**src/rtl/xvp_ring_pkg.sv**
```systemverilog
package xvp_ring_pkg;

    localparam int NLANE_DEF     = 4;
    localparam int WORD_W_DEF    = 32;
    localparam int VP_W_DEF      = 7;
    localparam int HOP_DEPTH_DEF = 2;
    localparam int SSQ_DEPTH_DEF = 4;

    // Where a lane's send is steered this cycle
    typedef enum logic [1:0] {
        ROUTE_IDLE = 2'd0,
        ROUTE_HOP  = 2'd1,
        ROUTE_SSQ  = 2'd2
    } route_e;

    // Lane that feeds lane 'lane' around the ring
    function automatic int prev_lane(input int lane, input int nlane);
        return (lane + nlane - 1) % nlane;
    endfunction

    // Lane fed by lane 'lane' around the ring
    function automatic int next_lane(input int lane, input int nlane);
        return (lane + 1) % nlane;
    endfunction

endpackage

```
**src/rtl/xvp_fifo.sv**
```systemverilog
module xvp_fifo #(
    parameter int W     = 32,
    parameter int DEPTH = 2
) (
    input  logic         clk,
    input  logic         rst,
    input  logic         push,
    input  logic         pop,
    input  logic [W-1:0] wdata,
    output logic [W-1:0] rdata,
    output logic         full,
    output logic         empty
);
    localparam int AW = (DEPTH > 1) ? $clog2(DEPTH) : 1;
    localparam int CW = $clog2(DEPTH + 1);

    logic [W-1:0]  mem [DEPTH];
    logic [AW-1:0] wp, rp;
    logic [CW-1:0] cnt;
    logic          do_push, do_pop;

    function automatic logic [AW-1:0] bump(input logic [AW-1:0] p);
        return (p == AW'(DEPTH - 1)) ? '0 : p + 1'b1;
    endfunction

    assign full    = (cnt == CW'(DEPTH));
    assign empty   = (cnt == '0);
    assign do_push = push && !full;
    assign do_pop  = pop && !empty;
    assign rdata   = mem[rp];

    always_ff @(posedge clk) begin
        if (rst) begin
            wp  <= '0;
            rp  <= '0;
            cnt <= '0;
        end else begin
            if (do_push) wp <= bump(wp);
            if (do_pop)  rp <= bump(rp);
            cnt <= cnt + CW'(do_push) - CW'(do_pop);
        end
    end

    always_ff @(posedge clk) begin
        if (do_push) mem[wp] <= wdata;
    end

endmodule

```
**src/rtl/xvp_send_route.sv**
```systemverilog
module xvp_send_route
    import xvp_ring_pkg::*;
#(
    parameter int VP_W = VP_W_DEF
) (
    input  logic            snd_valid,
    input  logic [VP_W-1:0] snd_vp,
    input  logic [VP_W:0]   vlen,
    output route_e          route
);
    logic is_last;

    // vlen of zero wraps to all ones and so never matches
    assign is_last = ({1'b0, snd_vp} == (vlen - 1'b1));

    always_comb begin
        if (!snd_valid)   route = ROUTE_IDLE;
        else if (is_last) route = ROUTE_SSQ;
        else              route = ROUTE_HOP;
    end

endmodule

```
**src/rtl/xvp_ring.sv**
```systemverilog
module xvp_ring
    import xvp_ring_pkg::*;
#(
    parameter int NLANE     = NLANE_DEF,
    parameter int WORD_W    = WORD_W_DEF,
    parameter int VP_W      = VP_W_DEF,
    parameter int HOP_DEPTH = HOP_DEPTH_DEF,
    parameter int SSQ_DEPTH = SSQ_DEPTH_DEF
) (
    input  logic                    clk,
    input  logic                    rst,
    input  logic [VP_W:0]           vlen,
    input  logic [NLANE-1:0]        snd_valid,
    input  logic [NLANE*VP_W-1:0]   snd_vp,
    input  logic [NLANE*WORD_W-1:0] snd_data,
    output logic [NLANE-1:0]        snd_ready,
    input  logic [NLANE-1:0]        rcv_req,
    input  logic [VP_W-1:0]         rcv0_vp,
    output logic [NLANE-1:0]        rcv_valid,
    output logic [NLANE*WORD_W-1:0] rcv_data,
    input  logic                    ctl_push,
    input  logic [WORD_W-1:0]       ctl_push_data,
    output logic                    ctl_push_refused,
    input  logic                    ctl_pop,
    output logic [WORD_W-1:0]       ctl_pop_data,
    output logic                    ssq_full,
    output logic                    ssq_empty
);
    route_e              route     [NLANE];
    logic [WORD_W-1:0]   hop_rdata [NLANE];
    logic [NLANE-1:0]    hop_push, hop_pop, hop_full, hop_empty;
    logic [NLANE-1:0]    ssq_gnt, take;
    logic                ssq_push, ssq_pop, lane0_from_ssq, lane0_ssq_take;
    logic [WORD_W-1:0]   ssq_wdata;

    assign lane0_from_ssq = (rcv0_vp == '0);

    // Per-lane send steering and ring link
    for (genvar i = 0; i < NLANE; i++) begin : g_lane
        xvp_send_route #(.VP_W(VP_W)) u_route (
            .snd_valid (snd_valid[i]),
            .snd_vp    (snd_vp[i*VP_W +: VP_W]),
            .vlen      (vlen),
            .route     (route[i])
        );

        xvp_fifo #(.W(WORD_W), .DEPTH(HOP_DEPTH)) u_hop (
            .clk   (clk),
            .rst   (rst),
            .push  (hop_push[i]),
            .pop   (hop_pop[i]),
            .wdata (snd_data[i*WORD_W +: WORD_W]),
            .rdata (hop_rdata[i]),
            .full  (hop_full[i]),
            .empty (hop_empty[i])
        );

        assign hop_push[i]  = (route[i] == ROUTE_HOP) && !hop_full[i];
        assign snd_ready[i] = (route[i] == ROUTE_SSQ) ? ssq_gnt[i] : !hop_full[i];
    end

    // Receive side: each lane reads the link of its ring predecessor
    for (genvar i = 0; i < NLANE; i++) begin : g_rcv
        localparam int PL = prev_lane(i, NLANE);
        if (i == 0) begin : g_edge
            assign rcv_valid[i] = lane0_from_ssq ? !ssq_empty : !hop_empty[PL];
            assign rcv_data[i*WORD_W +: WORD_W] = lane0_from_ssq ? ctl_pop_data : hop_rdata[PL];
        end else begin : g_mid
            assign rcv_valid[i] = !hop_empty[PL];
            assign rcv_data[i*WORD_W +: WORD_W] = hop_rdata[PL];
        end
        assign take[i] = rcv_req[i] && rcv_valid[i];
    end

    for (genvar j = 0; j < NLANE; j++) begin : g_pop
        localparam int NL = next_lane(j, NLANE);
        if (NL == 0) begin : g_wrap
            assign hop_pop[j] = take[0] && !lane0_from_ssq;
        end else begin : g_fwd
            assign hop_pop[j] = take[NL];
        end
    end

    // Start/stop queue write arbitration: control first, then lowest lane
    always_comb begin
        logic blocked;
        blocked   = ctl_push || ssq_full;
        ssq_gnt   = '0;
        ssq_wdata = ctl_push_data;
        for (int i = 0; i < NLANE; i++) begin
            if (route[i] == ROUTE_SSQ && !blocked) begin
                ssq_gnt[i] = 1'b1;
                ssq_wdata  = snd_data[i*WORD_W +: WORD_W];
                blocked    = 1'b1;
            end
        end
    end

    assign ssq_push         = (ctl_push && !ssq_full) || (|ssq_gnt);
    assign ctl_push_refused = ctl_push && ssq_full;
    assign lane0_ssq_take   = take[0] && lane0_from_ssq;
    assign ssq_pop          = lane0_ssq_take || (ctl_pop && !ssq_empty);

    xvp_fifo #(.W(WORD_W), .DEPTH(SSQ_DEPTH)) u_ssq (
        .clk   (clk),
        .rst   (rst),
        .push  (ssq_push),
        .pop   (ssq_pop),
        .wdata (ssq_wdata),
        .rdata (ctl_pop_data),
        .full  (ssq_full),
        .empty (ssq_empty)
    );

endmodule

```
**config.mk**
```make
export PLATFORM = sky130hd
export DESIGN_NAME = xvp_ring
export DESIGN_NICKNAME = d
export VERILOG_FILES = /design/src/rtl/xvp_ring_pkg.sv /design/src/rtl/xvp_fifo.sv /design/src/rtl/xvp_send_route.sv /design/src/rtl/xvp_ring.sv
export SDC_FILE = /design/constraint.sdc
export NUM_CORES = 1
export LEC_CHECK = 0
export CAP_MARGIN = 15
export CORE_ASPECT_RATIO = 0.7
export CORE_MARGIN = 3
export CORE_UTILIZATION = 40
export DETAILED_ROUTE_END_ITERATION = 10
export GPL_TIMING_DRIVEN = 0
export PLACE_DENSITY = 0.72
export SKIP_CTS_REPAIR_TIMING = 1
export SYNTH_ARGS = -nofsm -noshare
export SYNTH_HDL_FRONTEND = slang
export SYNTH_SLANG_ARGS = --single-unit
```
**constraint.sdc**
```tcl
create_clock -name clk -period 4.9 [get_ports clk]
set_input_delay 1.225 -clock clk [delete_from_list [all_inputs] [get_ports clk]]
set_output_delay 1.225 -clock clk [all_outputs]
set_load 0.02 [all_outputs]
```
==> impl_metrics.json <==
{
  "status": "complete, but fails checks",
  "violations": "negative setup slack",
  "drv_slew": 0,
  "skew_ps": 10.9,
  "drt_pre_antenna_iters": 5,
  "cp_cell_sequence": "buf_8 -> inv_4 -> ha_4 -> buf_6 -> or3b_4 -> nor3_4 -> buf_6 -> xnor3_1 -> nand4_1 -> o32ai_4 -> buf_12 -> or4_4 -> buf_12 -> a21bo_4 -> buf_6",
  "synth_edf_count": 384,
  "hold_depth": 2,
  "synthesis.nets": 1395,
  "grt_util_all_layers": 0.218,
  "vias": 11800,
  "critical-path-top-cell-by-count": "buf_6",
  "wl_per_cell_um": 23.5,
  "fin_crit_ps": 5230,
  "worst_path_max_delay_cell": "or4_4",
  "critical_path.top_delay_family": "simple AND/OR/NAND/NOR gates",
  "maxCapViolations": 0,
  "ys_async_sr_fraction": 0,
  "rr_startpoint": "u_ssq.cnt[1]",
  "drt-total-wl_um": 52800,
  "clock_path_buffers": 3,
  "worst_setup_path_end_kind": "primary output",
  "synthTopCellsByArea": "edfxtp_1, mux2_2, mux4_2",
  "placed_cell_area_um2": 22700,
  "synth_top_flop_cell": "edfxtp_1",
  "hp-class": "reg2reg",
  "place_hpwl_um": 39400,
  "top_level_ports": 386,
  "synthCells": 1163,
  "ff2ff_setup_slack_ps": 1820,
  "drive_gt1_frac": 0.199,
  "worst_ir_drop_vdd_uv": 307,
  "ys_seq_area_frac": 0.673,
  "ctsRootBufferMaster": "clkbuf_16",
  "grt_pass1_wl_um": 76700,
  "clkLatencyLatePin_ps": 540,
  "areaGrowthSynthToFinish_pct": 36.1,
  "cts.sinks": 413,
  "yosysMostFrequentCell": "edfxtp_1",
  "synth_common_cells": "edfxtp_1, nor2_1, mux2_2, nand2_1, mux2i_1",
  "clock.fmax_mhz": 191,
  "crit_path_max_fanout": 3,
  "dp_cells": 2144,
  "rsz0062_at_grt": "yes",
  "gr-total-overflow": 0,
  "die_x_um": 259,
  "antenna_found_initial": 5,
  "startpoint_type": "input pin",
  "port-buffer-count": 380,
  "setup_viol": 2,
  "num_rows": 64,
  "max_stage_delay_ps": 530,
  "die-area_um2": 47600,
  "arrival_ps": 4000,
  "design_area_um2": 24500,
  "maxSlewHeadroom": 0.351,
  "nets": 1850,
  "crit_buf_inv": 7,
  "holdPathEnd": "g_lane[1].u_hop.rp",
  "r2r_end": "u_ssq.mem[3][21]",
  "start_util": 0.408,
  "globalplace.congestion": 0.861,
  "grt_pass1_vias": 12200,
  "synth_area_um2": 18000,
  "ys_ff_latch": 413,
  "numCtsBuffers": 41,
  "required_ps": 3670,
  "syn_area_per_cell_um2": 15.5,
  "cts.clk_slew.worst_paths_ps": 60,
  "worst_pin_slew_ps": 973,
  "cellPowerDensity_nw_per_um2": 480,
  "yosys.area.top_type": "edfxtp_1",
  "finalHoldViolations": 0,
  "ys.warnings.count": 0,
  "layout_setup_ws_ps": -325,
  "min_from": "g_lane[1].u_hop.rp",
  "ant_nets": 0,
  "final_cells": 2246,
  "drt_iter0_drc": 767,
  "grt_max_degree": 33,
  "cts_tree": "done",
  "worst-setup-path-type": "in2out",
  "route.detailed.drc": 0,
  "leakagePower_nw": 8.60,
  "utilization": 0.556,
  "fp.coreArea_um2": 44000,
  "worst_r2r_path_depth": 10,
  "die_h_um": 183,
  "finalCritPeriodShare": 1.07,
  "viasPerCell": 5.23,
  "synth_cell_types": 66,
  "htreeDepth": 2,
  "synth.top_cell.area_share": 0.641
}
## per-layer routing
metal  vias to the layer above  global-route usage  wire [um]
met5                         -                   0         63
li1                       5353                   -          -
met4                        10              0.0515       1190
met2                       463               0.374      25900
met1                      5849               0.288      21800
met3                        75              0.0443       3820
## power breakdown
group	internal, mW	leakage, nW	switching [mW]	total [mW]
clock	1.82	0.658	1.35	3.17
sequential	4.45	3.80	0.141	4.59
combinational	1.83	4.14	2.15	3.98
## layout by cell type, fill, tap and decap left out, types with 5 or more instances in the layout
| cell type | Yosys | layout |
|---|---|---|
| clkbuf_16 | 0 | 42 |
| clkbuf_1 | 28 | 32 |
| buf_2 | 12 | 9 |
| o21ai_0 | 9 | 9 |
| ha_1 | 16 | 15 |
| nor2b_1 | 17 | 13 |
| nand2_1 | 78 | 76 |
| a31oi_1 | 33 | 33 |
| nand2b_1 | 6 | 6 |
| inv_1 | 22 | 20 |
| dfxtp_1 | 29 | 29 |
| and2_2 | 0 | 8 |
| clkdlybuf4s50_1 | 0 | 373 |
| mux4_2 | 32 | 32 |
| mux2_2 | 96 | 96 |
| buf_12 | 0 | 11 |
| a21oi_1 | 39 | 38 |
| and2_1 | 15 | 7 |
| nand3_1 | 7 | 7 |
| xor2_1 | 12 | 12 |
| o211ai_2 | 30 | 30 |
| buf_4 | 3 | 26 |
| clkinv_1 | 0 | 5 |
| clkinv_2 | 0 | 8 |
| xnor2_1 | 34 | 33 |
| buf_6 | 9 | 12 |
| nor2_1 | 101 | 101 |
| clkbuf_2 | 0 | 5 |
| buf_1 | 13 | 13 |
| mux2i_1 | 68 | 68 |
| edfxtp_1 | 384 | 384 |
## worst max path at each step
stage                                endpoint  depth (start not counted)    start  slack (ps)
floorplan                        snd_ready[3]                         12  vlen[0]         -70
global placement    g_lane[2].u_hop.mem[0][2]                         10  vlen[1]       -2060
detailed placement               snd_ready[2]                         14  vlen[1]       -1570
CTS                              snd_ready[2]                         14  vlen[1]       -1580
global route                     snd_ready[3]                         15  vlen[1]        -400
finish                           snd_ready[3]                         15  vlen[1]        -330
## state kept, by name, indices dropped and copies added (netlist names), named ones only
| signal | count |
|---|---|
| g_lane.u_hop.cnt | 8 |
| g_lane.u_hop.mem | 256 |
| g_lane.u_hop.rp | 4 |
| g_lane.u_hop.wp | 4 |
| u_ssq.cnt | 3 |
| u_ssq.mem | 128 |
| u_ssq.rp | 2 |
| u_ssq.wp | 2 |
## layout make-up
type	count	area (um^2)
sequential	413	12100
antenna	1	2.50
fill	3572	19600
clock inverter	25	255
multi-input combinational	663	5620
tap	594	743
timing repair buffer	412	4160
inverter	22	97.6
buffer	65	384
clock buffer	51	1090
## cells by family after synthesis
kind of cell | after synthesis | synth area share
xor gates and xnor gates | 47 | 0.0237
buffers and inverters | 87 | 0.0234
DFF | 413 | 0.673
AOI/OAI and AO/OA | 139 | 0.0595
adders and majority gates | 17 | 0.0122
muxes | 197 | 0.139
and+or+nand+nor | 263 | 0.0691
## metrics by stage
stage                     setup slack (ps)  hold slack (ps)  total power, mW  setup TNS (ps)
after floorplan                      -72.7              478             6.77            -219
after global placement               -2060              491             8.56         -454970
after detailed placement             -1570              500             8.66         -122130
after CTS                            -1580              517             11.8          -14940
after global routing                  -396              543             12.2            -751
final                                 -325              516             11.7            -565
## tightest hold or removal path: cells and delay by family (launching register included)
| family | cells | cell delay (ps) |
|---|---|---|
| xor+xnor | 1 | 80 |
| simple gates | 1 | 80 |
| flops | 1 | 320 |
Note: power is estimated with default switching activity, not from simulation.
